--- config.mk ---
export PLATFORM = sky130hd
export DESIGN_NAME = icpc_bank
export DESIGN_NICKNAME = d
export VERILOG_FILES = /design/src/rtl/icpc_pkg.sv /design/src/rtl/icpc_evt_mux.sv /design/src/rtl/icpc_counter.sv /design/src/rtl/icpc_bank.sv
export SDC_FILE = /design/constraint.sdc
export NUM_CORES = 1
export LEC_CHECK = 0
export CORE_MARGIN = 8
export CORE_UTILIZATION = 33
export DETAILED_ROUTE_END_ITERATION = 16
export DONT_BUFFER_PORTS = 1
export HOLD_SLACK_MARGIN = 0.08
export SLEW_MARGIN = 20
export SYNTH_ARGS = -nofsm -noshare
export SYNTH_HDL_FRONTEND = slang
export SYNTH_HIERARCHICAL = 1
export SYNTH_SLANG_ARGS = --single-unit
--- constraint.sdc ---
create_clock -name clk -period 5 [get_ports clk]
set_input_delay 1 -clock clk [delete_from_list [all_inputs] [get_ports clk]]
set_output_delay 1 -clock clk [all_outputs]
set_load 0.02 [all_outputs]
--- src/rtl/icpc_pkg.sv ---
package icpc_pkg;
    localparam int CNT_W  = 32;
    localparam int SEL_W  = 8;
    localparam int NPORT  = 8;
    localparam int NCODE  = 32;
    localparam int EVT_W  = NPORT * NCODE;

    localparam logic [11:0] PG_SEL = 12'h000;
    localparam logic [11:0] PG_CNT = 12'h004;
    localparam logic [11:0] PG_EN  = 12'h008;
    localparam logic [11:0] PG_OVF = 12'h00C;
    localparam logic [15:0] CR_CTRL = 16'h0100;
    localparam logic [15:0] CR_ID   = 16'h0FE8;

    typedef struct packed {
        logic [SEL_W-1:0] sel;
        logic [CNT_W-1:0] cnt;
        logic             en;
        logic             ovf;
    } ctr_state_t;
endpackage

--- src/rtl/icpc_evt_mux.sv ---
module icpc_evt_mux
    import icpc_pkg::*;
(
    input  logic [EVT_W-1:0] evt,
    input  logic [SEL_W-1:0] sel,
    output logic             hit
);
    // selector bits 7:5 = port, 4:0 = code, so the flat index is the selector
    assign hit = evt[sel];
endmodule

--- src/rtl/icpc_counter.sv ---
module icpc_counter
    import icpc_pkg::*;
#(
    parameter bit IS_CYCLE = 1'b0
) (
    input  logic             clk,
    input  logic             rst_n,
    input  logic             gen_en,
    input  logic             evt_hit,
    input  logic             wr_sel,
    input  logic             wr_cnt,
    input  logic             wr_en,
    input  logic             wr_ovf,
    input  logic [CNT_W-1:0] wdata,
    output ctr_state_t       st_q
);
    ctr_state_t st_d;
    logic       inc;
    logic       wrap;

    always_comb begin
        st_d = st_q;
        inc  = gen_en && st_q.en && (IS_CYCLE || evt_hit);
        wrap = inc && (&st_q.cnt) && !wr_cnt;
        if (wr_sel) st_d.sel = wdata[SEL_W-1:0];
        if (wr_en)  st_d.en  = wdata[0];
        if (wr_cnt)   st_d.cnt = wdata;
        else if (inc) st_d.cnt = st_q.cnt + 1'b1;
        if (wr_ovf && wdata[0]) st_d.ovf = 1'b0;
        if (wrap)               st_d.ovf = 1'b1;
    end

    always_ff @(posedge clk or negedge rst_n) begin
        if (!rst_n) st_q <= '0;
        else        st_q <= st_d;
    end


    load_wins_chk: assert property (@(posedge clk) disable iff (!rst_n)
        wr_cnt |=> st_q.cnt == $past(wdata));

    wrap_flag_chk: assert property (@(posedge clk) disable iff (!rst_n)
        (inc && !wr_cnt && (st_q.cnt == '1)) |=> (st_q.ovf && st_q.cnt == '0));

    idle_hold_chk: assert property (@(posedge clk) disable iff (!rst_n)
        (!(gen_en && st_q.en) && !wr_cnt) |=> $stable(st_q.cnt));

    clear_flag_chk: assert property (@(posedge clk) disable iff (!rst_n)
        (wr_ovf && wdata[0] && !(inc && !wr_cnt && st_q.cnt == '1)) |=> !st_q.ovf);
endmodule

--- src/rtl/icpc_bank.sv ---
module icpc_bank
    import icpc_pkg::*;
#(
    parameter int          NUM_EVT = 4,
    parameter logic [3:0]  REV     = 4'd1
) (
    input  logic             clk,
    input  logic             rst_n,
    input  logic             reg_wr,
    input  logic [16:0]      reg_addr,
    input  logic [31:0]      reg_wdata,
    output logic [31:0]      reg_rdata,
    input  logic [EVT_W-1:0] evt_i,
    output logic [NUM_EVT:0] irq_o
);
    localparam int NUM_CNT = NUM_EVT + 1;
    localparam logic [4:0] NCNT_F = 5'(NUM_EVT);

    logic       gen_d, gen_q;
    logic       in_ctr;
    logic [3:0] page;
    logic [11:0] off;
    ctr_state_t st [NUM_CNT];

    assign in_ctr = reg_addr[16];
    assign page   = reg_addr[15:12];
    assign off    = reg_addr[11:0];

    always_comb begin
        gen_d = gen_q;
        if (reg_wr && !in_ctr && reg_addr[15:0] == CR_CTRL) gen_d = reg_wdata[0];
    end

    always_ff @(posedge clk or negedge rst_n) begin
        if (!rst_n) gen_q <= 1'b0;
        else        gen_q <= gen_d;
    end

    for (genvar i = 0; i < NUM_CNT; i++) begin : g_ctr
        logic hit;
        logic pg_wr;
        assign pg_wr = reg_wr && in_ctr && (page == 4'(i));
        if (i == 0) begin : g_cyc
            assign hit = 1'b1;
        end else begin : g_evt
            icpc_evt_mux u_mux (.evt(evt_i), .sel(st[i].sel), .hit(hit));
        end
        icpc_counter #(.IS_CYCLE(i == 0)) u_cnt (
            .clk    (clk),
            .rst_n  (rst_n),
            .gen_en (gen_q),
            .evt_hit(hit),
            .wr_sel (pg_wr && off == PG_SEL),
            .wr_cnt (pg_wr && off == PG_CNT),
            .wr_en  (pg_wr && off == PG_EN),
            .wr_ovf (pg_wr && off == PG_OVF),
            .wdata  (reg_wdata),
            .st_q   (st[i])
        );
        assign irq_o[i] = st[i].ovf;
    end

    always_comb begin
        reg_rdata = '0;
        if (!in_ctr) begin
            if (reg_addr[15:0] == CR_CTRL)    reg_rdata = {16'b0, NCNT_F, 10'b0, gen_q};
            else if (reg_addr[15:0] == CR_ID) reg_rdata = {24'b0, REV, 4'b0};
        end else begin
            for (int k = 0; k < NUM_CNT; k++) begin
                if (page == 4'(k)) begin
                    case (off)
                        PG_SEL:  reg_rdata = {24'b0, st[k].sel};
                        PG_CNT:  reg_rdata = st[k].cnt;
                        PG_EN:   reg_rdata = {31'b0, st[k].en};
                        PG_OVF:  reg_rdata = {31'b0, st[k].ovf};
                        default: reg_rdata = '0;
                    endcase
                end
            end
        end
    end


    unmapped_zero_chk: assert property (@(posedge clk) disable iff (!rst_n)
        (in_ctr && page >= 4'(NUM_CNT)) |-> reg_rdata == '0);

    ctrl_ro_chk: assert property (@(posedge clk) disable iff (!rst_n)
        (!in_ctr && reg_addr[15:0] == CR_CTRL) |-> reg_rdata[15:11] == NCNT_F);
endmodule

* After elaboration in Yosys (flattened, before gate mapping)
Cells that the tools add are included.
** Cells by class
- Mux-type cells :: 41
- Magnitude comparators :: 4
- Equal/unequal tests :: 9
- Reduce and logical (&&, ||, !) cells :: 75
- $add $sub $neg :: 5
** Operator list (count)
- $pmux 32 s4 :: 5
- $mux 32 :: 16
- $add 32x1->32 const B :: 5
- $reduce_and 32->1 :: 5
- $logic_and 1x1->1 :: 52
- $lt 8x9->1 const B :: 4
- $bmux 1 s8 :: 4
- $eq 12x4->1 const B :: 2
- $reduce_bool 2->1 :: 10
- $eq 16x12->1 const B :: 1
- $eq 16x9->1 const B :: 1
- $mux 1 :: 14
- $mux 14 :: 1
- $eq 12x3->1 const B :: 1
- $logic_not 12->1 :: 1
- $eq 4x2->1 const B :: 2
- $logic_not 1->1 :: 6
- $mux 5 :: 1
- $eq 4x1->1 const B :: 1
- $eq 4x3->1 const B :: 1
- $logic_not 4->1 :: 1
** Storage, ports and cells
- Bits in registers :: 211

* Depth between registers and ports, before layout
Gate-level depths: netlist of the first run.
- Word-level depth :: 8
- Gate-level depth with buffers :: 15

* Hierarchy
The synthesis of the first run kept the hierarchy.
** By module, submodules not included
- icpc_counter at g_ctr[1].u_cnt ... :: area an instance 2282.2 µm², cells each 240, times used 4, sequential area each 1051.0 µm²
- icpc_evt_mux :: area an instance 2222.1 µm², cells each 220, times used 4, sequential area each 0.0 µm²
- icpc_counter at g_ctr[0].u_cnt :: area an instance 2180.8 µm², cells each 223, times used 1, sequential area each 1051.0 µm²
- icpc_bank :: area an instance 2088.3 µm², cells each 314, times used 1, sequential area each 25.0 µm²

* Worst setup path after synthesis of the first run
No wires, ideal clock.
- Path type :: input to output
- From :: input port reg_addr[12]
- To :: output port reg_rdata[0]
- Path slack :: 1.404 ns
- Data required time :: 4.000 ns
- Arrival time :: 2.596 ns
- Cell stages on the path :: 5
- Path through :: buf_2 > nor4b_2 > buf_2 > a211oi_1 > o31ai_1
** On the way
- Longest elaborated chain between the ends :: 7
- Elaborated cells on any way between the ends :: 13
- Those cells by class :: 5 x eq/ne; 7 x mux; 1 x reduce/logical
** RTL lines
- start, declared :: RTL line icpc_bank.sv:10 : input logic [16:0] reg_addr,
- $logic_not 4->1 :: RTL line icpc_bank.sv:70 : if (page == 4'(k)) begin
- $mux 32 (5 in a row) :: RTL line icpc_bank.sv:70
- $mux 32 (*) :: RTL line icpc_bank.sv:65 : if (!in_ctr) begin
- end, declared :: RTL line icpc_bank.sv:12 : output logic [31:0] reg_rdata,
Mark *: on every way between the ends. The rest lies on a longest branch, timed or not.

* Worst setup path after layout of the first run
- From :: register g_ctr[1].u_cnt/st_q[34] in the netlist's numbering
- To :: register g_ctr[1].u_cnt/st_q[33] in the netlist's numbering
** On the way
- Longest elaborated chain between the ends :: 4
** RTL lines
- start, declared :: RTL line icpc_counter.sv:15 : output ctr_state_t st_q
- start signal, assigned :: RTL line icpc_counter.sv:35 : else st_q <= st_d;
- $bmux 1 s8 :: RTL line icpc_evt_mux.sv:9 : assign hit = evt[sel];
- $mux 1 (implied by the code) :: RTL line icpc_evt_mux.sv:9
- named net g_ctr[1].hit :: RTL line icpc_bank.sv:40 : logic hit;
- $logic_and 1x1->1 :: RTL line icpc_counter.sv:23 : inc = gen_en && st_q.en && (IS_CYCLE || evt_hit);
- $reduce_bool 2->1 (no source line)
The timed path passes the listed nets, and every way through them passes these cells. The select of a mux whose other input is x is not followed.
A chain may end at the register's enable or synchronous reset.

==> flow_metrics.py, run 1 <==
metrics = {
    "place": {
        "gp_congestion": 0.982,
        "port_buffers": 0,
        "dpl.hpwl_mm": 76.6,
    },
    "floorplanning": {
        "dieHeight_um": 276,
        "rows": 95,
        "coreArea_mm2": 0.0670,
        "start_util": 0.332,
        "dieWidth_um": 276,
        "die-area_mm2": 0.0761,
        "io_pins": 345,
    },
    "clocking": {
        "hold_buffers": 0,
        "cts_buffer_depth": 3,
        "htree_levels": 1,
        "ctsResizeCount": 0,
        "cts.sink_count": 211,
        "clk_pin_slew_ps": 60,
        "root_buffer": "clkbuf_16",
        "cts_tree": "yes",
        "cts_made_buffers": 25,
        "cts_setup_buffers": 0,
        "clkLatencyLatePin_ps": 540,
    },
    "grt": {
        "grt_pass1_vias": 21456,
        "grt_max_degree": 212,
        "grt_util_all_layers": 0.254,
        "overflow": 0,
        "antenna_found_initial": 2,
        "grt_pass1_wl_mm": 146,
    },
    "sta": {
        "max_slew.worst_pin.slew_ps": 1060,
        "finClkSkew_ps": 18.9,
        "fin_crit_sh": 0.935,
        "finalHoldViolCount": 0,
        "timing.fmax_mhz": 214,
        "slew_viol_final": 0,
        "layout_min_cycle_time_ps": 4670,
        "fin_tns_setup_ps": 0,
        "slew_headroom": 0.293,
        "setup_viol": 0,
        "rsz0062_at_grt": "false",
    },
    "layout": {
        "final_common_cell": "mux2i_1",
        "final_cell_mix": "mux2i_1, dfrtp_1, nand2_1",
        "final_nets": 2593,
        "drive_gt1_frac": 0.154,
        "n_fill_cell": 6830,
        "areaGrowthSynthToFinish_pct": 6.58,
    },
    "setup_path": {
        "path_max_fanout": 12,
        "worstSetupEndpointType": "flop",
        "slowest_stage": "or3b_1",
        "slowest_delay_ps": 810,
        "cp.arrival_ps": 5130,
        "cp_top_family": "simple AND/OR/NAND/NOR gates",
        "cpMostUsedCell": "a31oi_1",
        "crit_path_cell_trace": "or3b_1, o22ai_1, nor4_1, a31oi_1, buf_4, nand3_1, a31oi_1, and3_1, nand4_1, or4_1, a31oi_1",
        "path_buf_inv": 1,
        "start_kind": "flop",
        "cp.required_ps": 5460,
        "critPathKind": "flop to flop",
    },
    "synthesis": {
        "ys_warn_count": 6,
        "syn_area_mm2": 0.0223,
        "syn_nets": 2689,
        "synthCells": 2376,
        "syn_area_per_cell_um2": 9.38,
    },
    "power": {
        "power_frac_comb": 0.074,
        "vdd_drop_max_uv": 195,
        "p_sw_uw": 873,
        "clockPowerShare": 0.481,
        "power.density_mw_per_mm2": 162,
        "swShare": 0.227,
        "intPower_uw": 2970,
        "p_leak_uw": 0.00782,
        "seqPwrFrac": 0.444,
        "power_uw": 3840,
    },
    "route": {
        "drtIter0Drc": 2734,
        "wl_mm": 101,
        "vias_per_cell": 6.89,
        "drc": 0,
        "postRouteAntennaNets": 0,
        "vias": 21843,
        "dr.pass1.iters": 8,
        "wl_per_cell_um": 32.0,
    },
    "hold_path": {
        "hp-class": "primary input to asynchronous set/reset pin",
    },
    "status": {
        "status": "finished, final reports clean",
    },
    "job": {
        "cap_violations": 0,
    },
}
-- per-layer routing --
metal,vias up,wire [um],track usage
met3,356,12800,0.0830
met2,1411,46500,0.418
met4,2,6050,0.126
li1,9272,-,-
met1,10802,36100,0.296
met5,-,7,0
-- final cells by class --
class	instances	area (um2)	share of cell area
multi-input cells	1933	15800	0.665
flip-flops and latches	211	5310	0.224
well taps	873	1090	0.0460
clock buffers	35	723	0.0305
repair buffers	76	621	0.0261
inverters	33	124	0.00522
clock inverters	8	90.1	0.00379
diodes	3	7.51	0.000316
-- sequential cells by signal, summed over array words and instances, names as in the netlist --
signal / flops
g_ctr.u_cnt/st_q: 210
gen_q: 1
-- stage by stage --
step           std cells  hold slack (ps)  setup slack, ps  utilization  instance area [um2]
2_1_floorplan       2376              476             1400            -                22300
3_3_place_gp        3126              489              489        0.342                22900
3_5_place_dp        3126              496              416        0.342                22900
4_1_cts             3169              150              406        0.354                23700
5_1_grt             3169              146              192        0.354                23700
6_report            3172              160              326        0.354                23700
-- final timing paths --
kind                                               from                      end  depth (start not counted)  slack [ps]
worst max register to register  g_ctr[1].u_cnt/st_q[34]  g_ctr[1].u_cnt/st_q[33]                         11         330
min in group clk                g_ctr[0].u_cnt/st_q[40]  g_ctr[0].u_cnt/st_q[40]                          1         510
worst min register to register  g_ctr[0].u_cnt/st_q[40]  g_ctr[0].u_cnt/st_q[40]                          1         510
worst max-delay path            g_ctr[1].u_cnt/st_q[34]  g_ctr[1].u_cnt/st_q[33]                         11         330
max in group asynchronous                         rst_n  g_ctr[4].u_cnt/st_q[34]                          0        4420
worst min-delay path                              rst_n  g_ctr[0].u_cnt/st_q[29]                          0         160
-- worst reg2reg max path, stage by stage (launching register included) --
cell and delay (ps):
dfrtp_4 480, or3b_1 810, o22ai_1 360, nor4_1 80
a31oi_1 370, buf_4 200, nand3_1 70, a31oi_1 610
and3_1 470, nand4_1 400, or4_1 570, a31oi_1 170
-- power by group through the flow --
| stage | registers (uW) | logic, uW | clock network [uW] |
|---|---|---|---|
| after global routing | 1710 | 298 | 1950 |
| after CTS | 1710 | 279 | 1890 |
| after floorplan | 1740 | 227 | 0 |
| final | 1710 | 286 | 1850 |
| after detailed placement | 1740 | 277 | 0 |
| after global placement | 1740 | 278 | 0 |
(Power assumes the default switching activity.)
==> run 2: changes to the inputs <==
CTS_BUF_LIST = sky130_fd_sc_hd__clkbuf_4 sky130_fd_sc_hd__clkbuf_8 sky130_fd_sc_hd__clkbuf_16   (was unset)
RECOVER_POWER = 100   (was unset)
==> run 2 against run 1 <==
  * Combinational power barely moved
  * Sequential power barely moved
  * Global-route usage barely moved
  * Flip-flop and latch count did not move
  * Final area fell by 0.24%
  * Critical path type unchanged
  * Hold slack improved by 1.2 ps
  * Die area did not move
  * The flow now finishes with violations (max-capacitance violations, max-slew violations)
  * Core utilization fell by 0.086 points
==> flow_metrics.py, run 2 (synthesized netlist as in run 1, its figures left out) <==
metrics = {
    "sta": {
        "slew_headroom": -0.589,
        "rsz0062_at_grt": "false",
        "finClkSkew_ps": 17.5,
        "layout_min_cycle_time_ps": 4880,
        "fin_crit_sh": 0.976,
        "slew_viol_final": 71,
        "max_slew.worst_pin.slew_ps": 2380,
        "finalHoldViolCount": 0,
        "setup_viol": 0,
        "fin_tns_setup_ps": 0,
        "timing.fmax_mhz": 205,
        "worst_slack_ps": 120,
    },
    "route": {
        "postRouteAntennaNets": 0,
        "vias": 21782,
        "wl_mm": 102,
        "vias_per_cell": 6.87,
        "drc": 0,
        "drtIter0Drc": 2759,
        "dr.pass1.iters": 6,
        "wl_per_cell_um": 32.0,
    },
    "place": {
        "port_buffers": 0,
        "gp_congestion": 0.982,
        "pre_cts_slack_ps": 416,
        "dpl.cell_count": 3126,
        "dpl.hpwl_mm": 76.6,
        "post_dp_cell_area_mm2": 0.0229,
    },
    "power": {
        "intPower_uw": 2990,
        "p_sw_uw": 878,
        "power.density_mw_per_mm2": 163,
        "seqPwrFrac": 0.442,
        "clockPowerShare": 0.485,
        "swShare": 0.227,
        "power_uw": 3870,
        "vdd_drop_max_uv": 198,
        "p_leak_uw": 0.00779,
        "power_frac_comb": 0.074,
    },
    "clocking": {
        "clk_pin_slew_ps": 70,
        "cts_tree": "yes",
        "clkLatencyLatePin_ps": 540,
        "root_buffer": "clkbuf_16",
        "cts_made_buffers": 25,
        "cts_setup_buffers": 0,
        "hold_buffers": 0,
        "ctsResizeCount": 0,
        "cts.sink_count": 211,
        "htree_levels": 1,
        "cts_buffer_depth": 3,
    },
    "setup_path": {
        "cp.required_ps": 5450,
        "critPathKind": "flop to flop",
        "rr_worst_depth": 12,
        "r2r_start": "g_ctr[3].u_cnt/st_q[34]",
        "path_max_fanout": 15,
        "timing.rr.end": "g_ctr[3].u_cnt/st_q[33]",
        "r2r_setup_slack_ps": 120,
        "cp.arrival_ps": 5330,
        "worstSetupEndpointType": "flop",
        "start_kind": "flop",
    },
    "layout": {
        "final_cell_mix": "mux2i_1, dfrtp_1, nand2_1",
        "top_register": "g_ctr.u_cnt/st_q",
        "register_area_mm2": 0.00531,
        "areaGrowthSynthToFinish_pct": 6.32,
        "n_fill_cell": 6840,
        "multi_input_area_mm2": 0.0158,
        "reg.largest.list": "g_ctr.u_cnt/st_q (210), gen_q (1)",
        "drive_gt1_frac": 0.150,
        "largest_reg_flops": 210,
        "layoutNonFillerInstCount": 3171,
        "final_area_mm2": 0.0237,
        "final_common_cell": "mux2i_1",
        "final_nets": 2593,
    },
    "grt": {
        "grt_util_all_layers": 0.254,
        "grt_pass1_wl_mm": 146,
        "antenna_found_initial": 2,
        "overflow": 0,
        "grt_max_degree": 212,
        "grt_pass1_vias": 21486,
    },
    "hold_path": {
        "hp-class": "primary input to asynchronous set/reset pin",
    },
    "floorplanning": {
        "io_pins": 345,
        "coreArea_mm2": 0.0670,
        "die-area_mm2": 0.0761,
        "rows": 95,
        "start_util": 0.332,
        "dieWidth_um": 276,
        "dieHeight_um": 276,
    },
    "status": {
        "status": "complete, but fails checks",
        "violations": "max-capacitance violations, max-slew violations",
    },
    "job": {
        "cap_violations": 2,
    },
}
run 2: changes by cell type in the layout (fill, tap and decap cells not counted), moves of 3 or more:
cell / previous run / this run
clkbuf_1: 4 / 9
o21ai_0: 123 / 129
o21ai_1: 7 / 2
clkbuf_4: 0 / 4
buf_4: 72 / 60
clkbuf_2: 0 / 3
run 2: per-layer routing:
| layer | vias to the layer above | share of wire | global-route usage |
|---|---|---|---|
| met5 | - | 0.000069 | 0 |
| met3 | 341 | 0.13 | 0.0839 |
| met1 | 10738 | 0.36 | 0.294 |
| li1 | 9251 | - | - |
| met2 | 1450 | 0.46 | 0.419 |
| met4 | 2 | 0.057 | 0.127 |
run 2: layout make-up:
cell class,count,area share
diodes,2,0.000211
clock buffers,35,0.0312
clock inverters,8,0.00380
inverters,33,0.00523
multi-input cells,1933,0.665
flip-flops and latches,211,0.224
well taps,873,0.0461
repair buffers,76,0.0245
run 2: power by group through the flow:
stage	registers [uW]	clock network [uW]	logic [uW]
global placement	1740	0	278
detailed placement	1740	0	277
floorplan	1740	0	227
CTS	1710	1910	279
finish	1710	1880	285
global route	1710	1970	298
run 2: through the flow:
step	util	hold slack (ps)
2_1_floorplan	-	476
3_3_place_gp	0.342	489
3_5_place_dp	0.342	496
6_report	0.353	161
5_1_grt	0.353	147
4_1_cts	0.354	150
run 2: worst max-delay path, stage by stage, from the launching register on:
cell,delay (ps)
dfrtp_1,860
buf_4,430
nor2b_1,310
buf_4,260
a22o_1,200
nor4_1,60
a31oi_1,400
nand3_1,130
a31oi_1,530
and3_1,450
nand4_1,380
or4_1,570
a31oi_1,180
run 2: worst max-delay path by stage:
stage | cells past startpoint | end | startpoint | slack [ps]
after floorplan | 5 | reg_rdata[0] | reg_addr[12] | 1400
after global placement | 11 | g_ctr[1].u_cnt/st_q[28] | g_ctr[1].u_cnt/st_q[34] | 490
after detailed placement | 11 | g_ctr[1].u_cnt/st_q[33] | g_ctr[1].u_cnt/st_q[34] | 420
after CTS | 11 | g_ctr[1].u_cnt/st_q[33] | g_ctr[1].u_cnt/st_q[34] | 410
after global routing | 11 | g_ctr[2].u_cnt/st_q[27] | g_ctr[2].u_cnt/st_q[34] | 100
final | 12 | g_ctr[3].u_cnt/st_q[33] | g_ctr[3].u_cnt/st_q[34] | 120
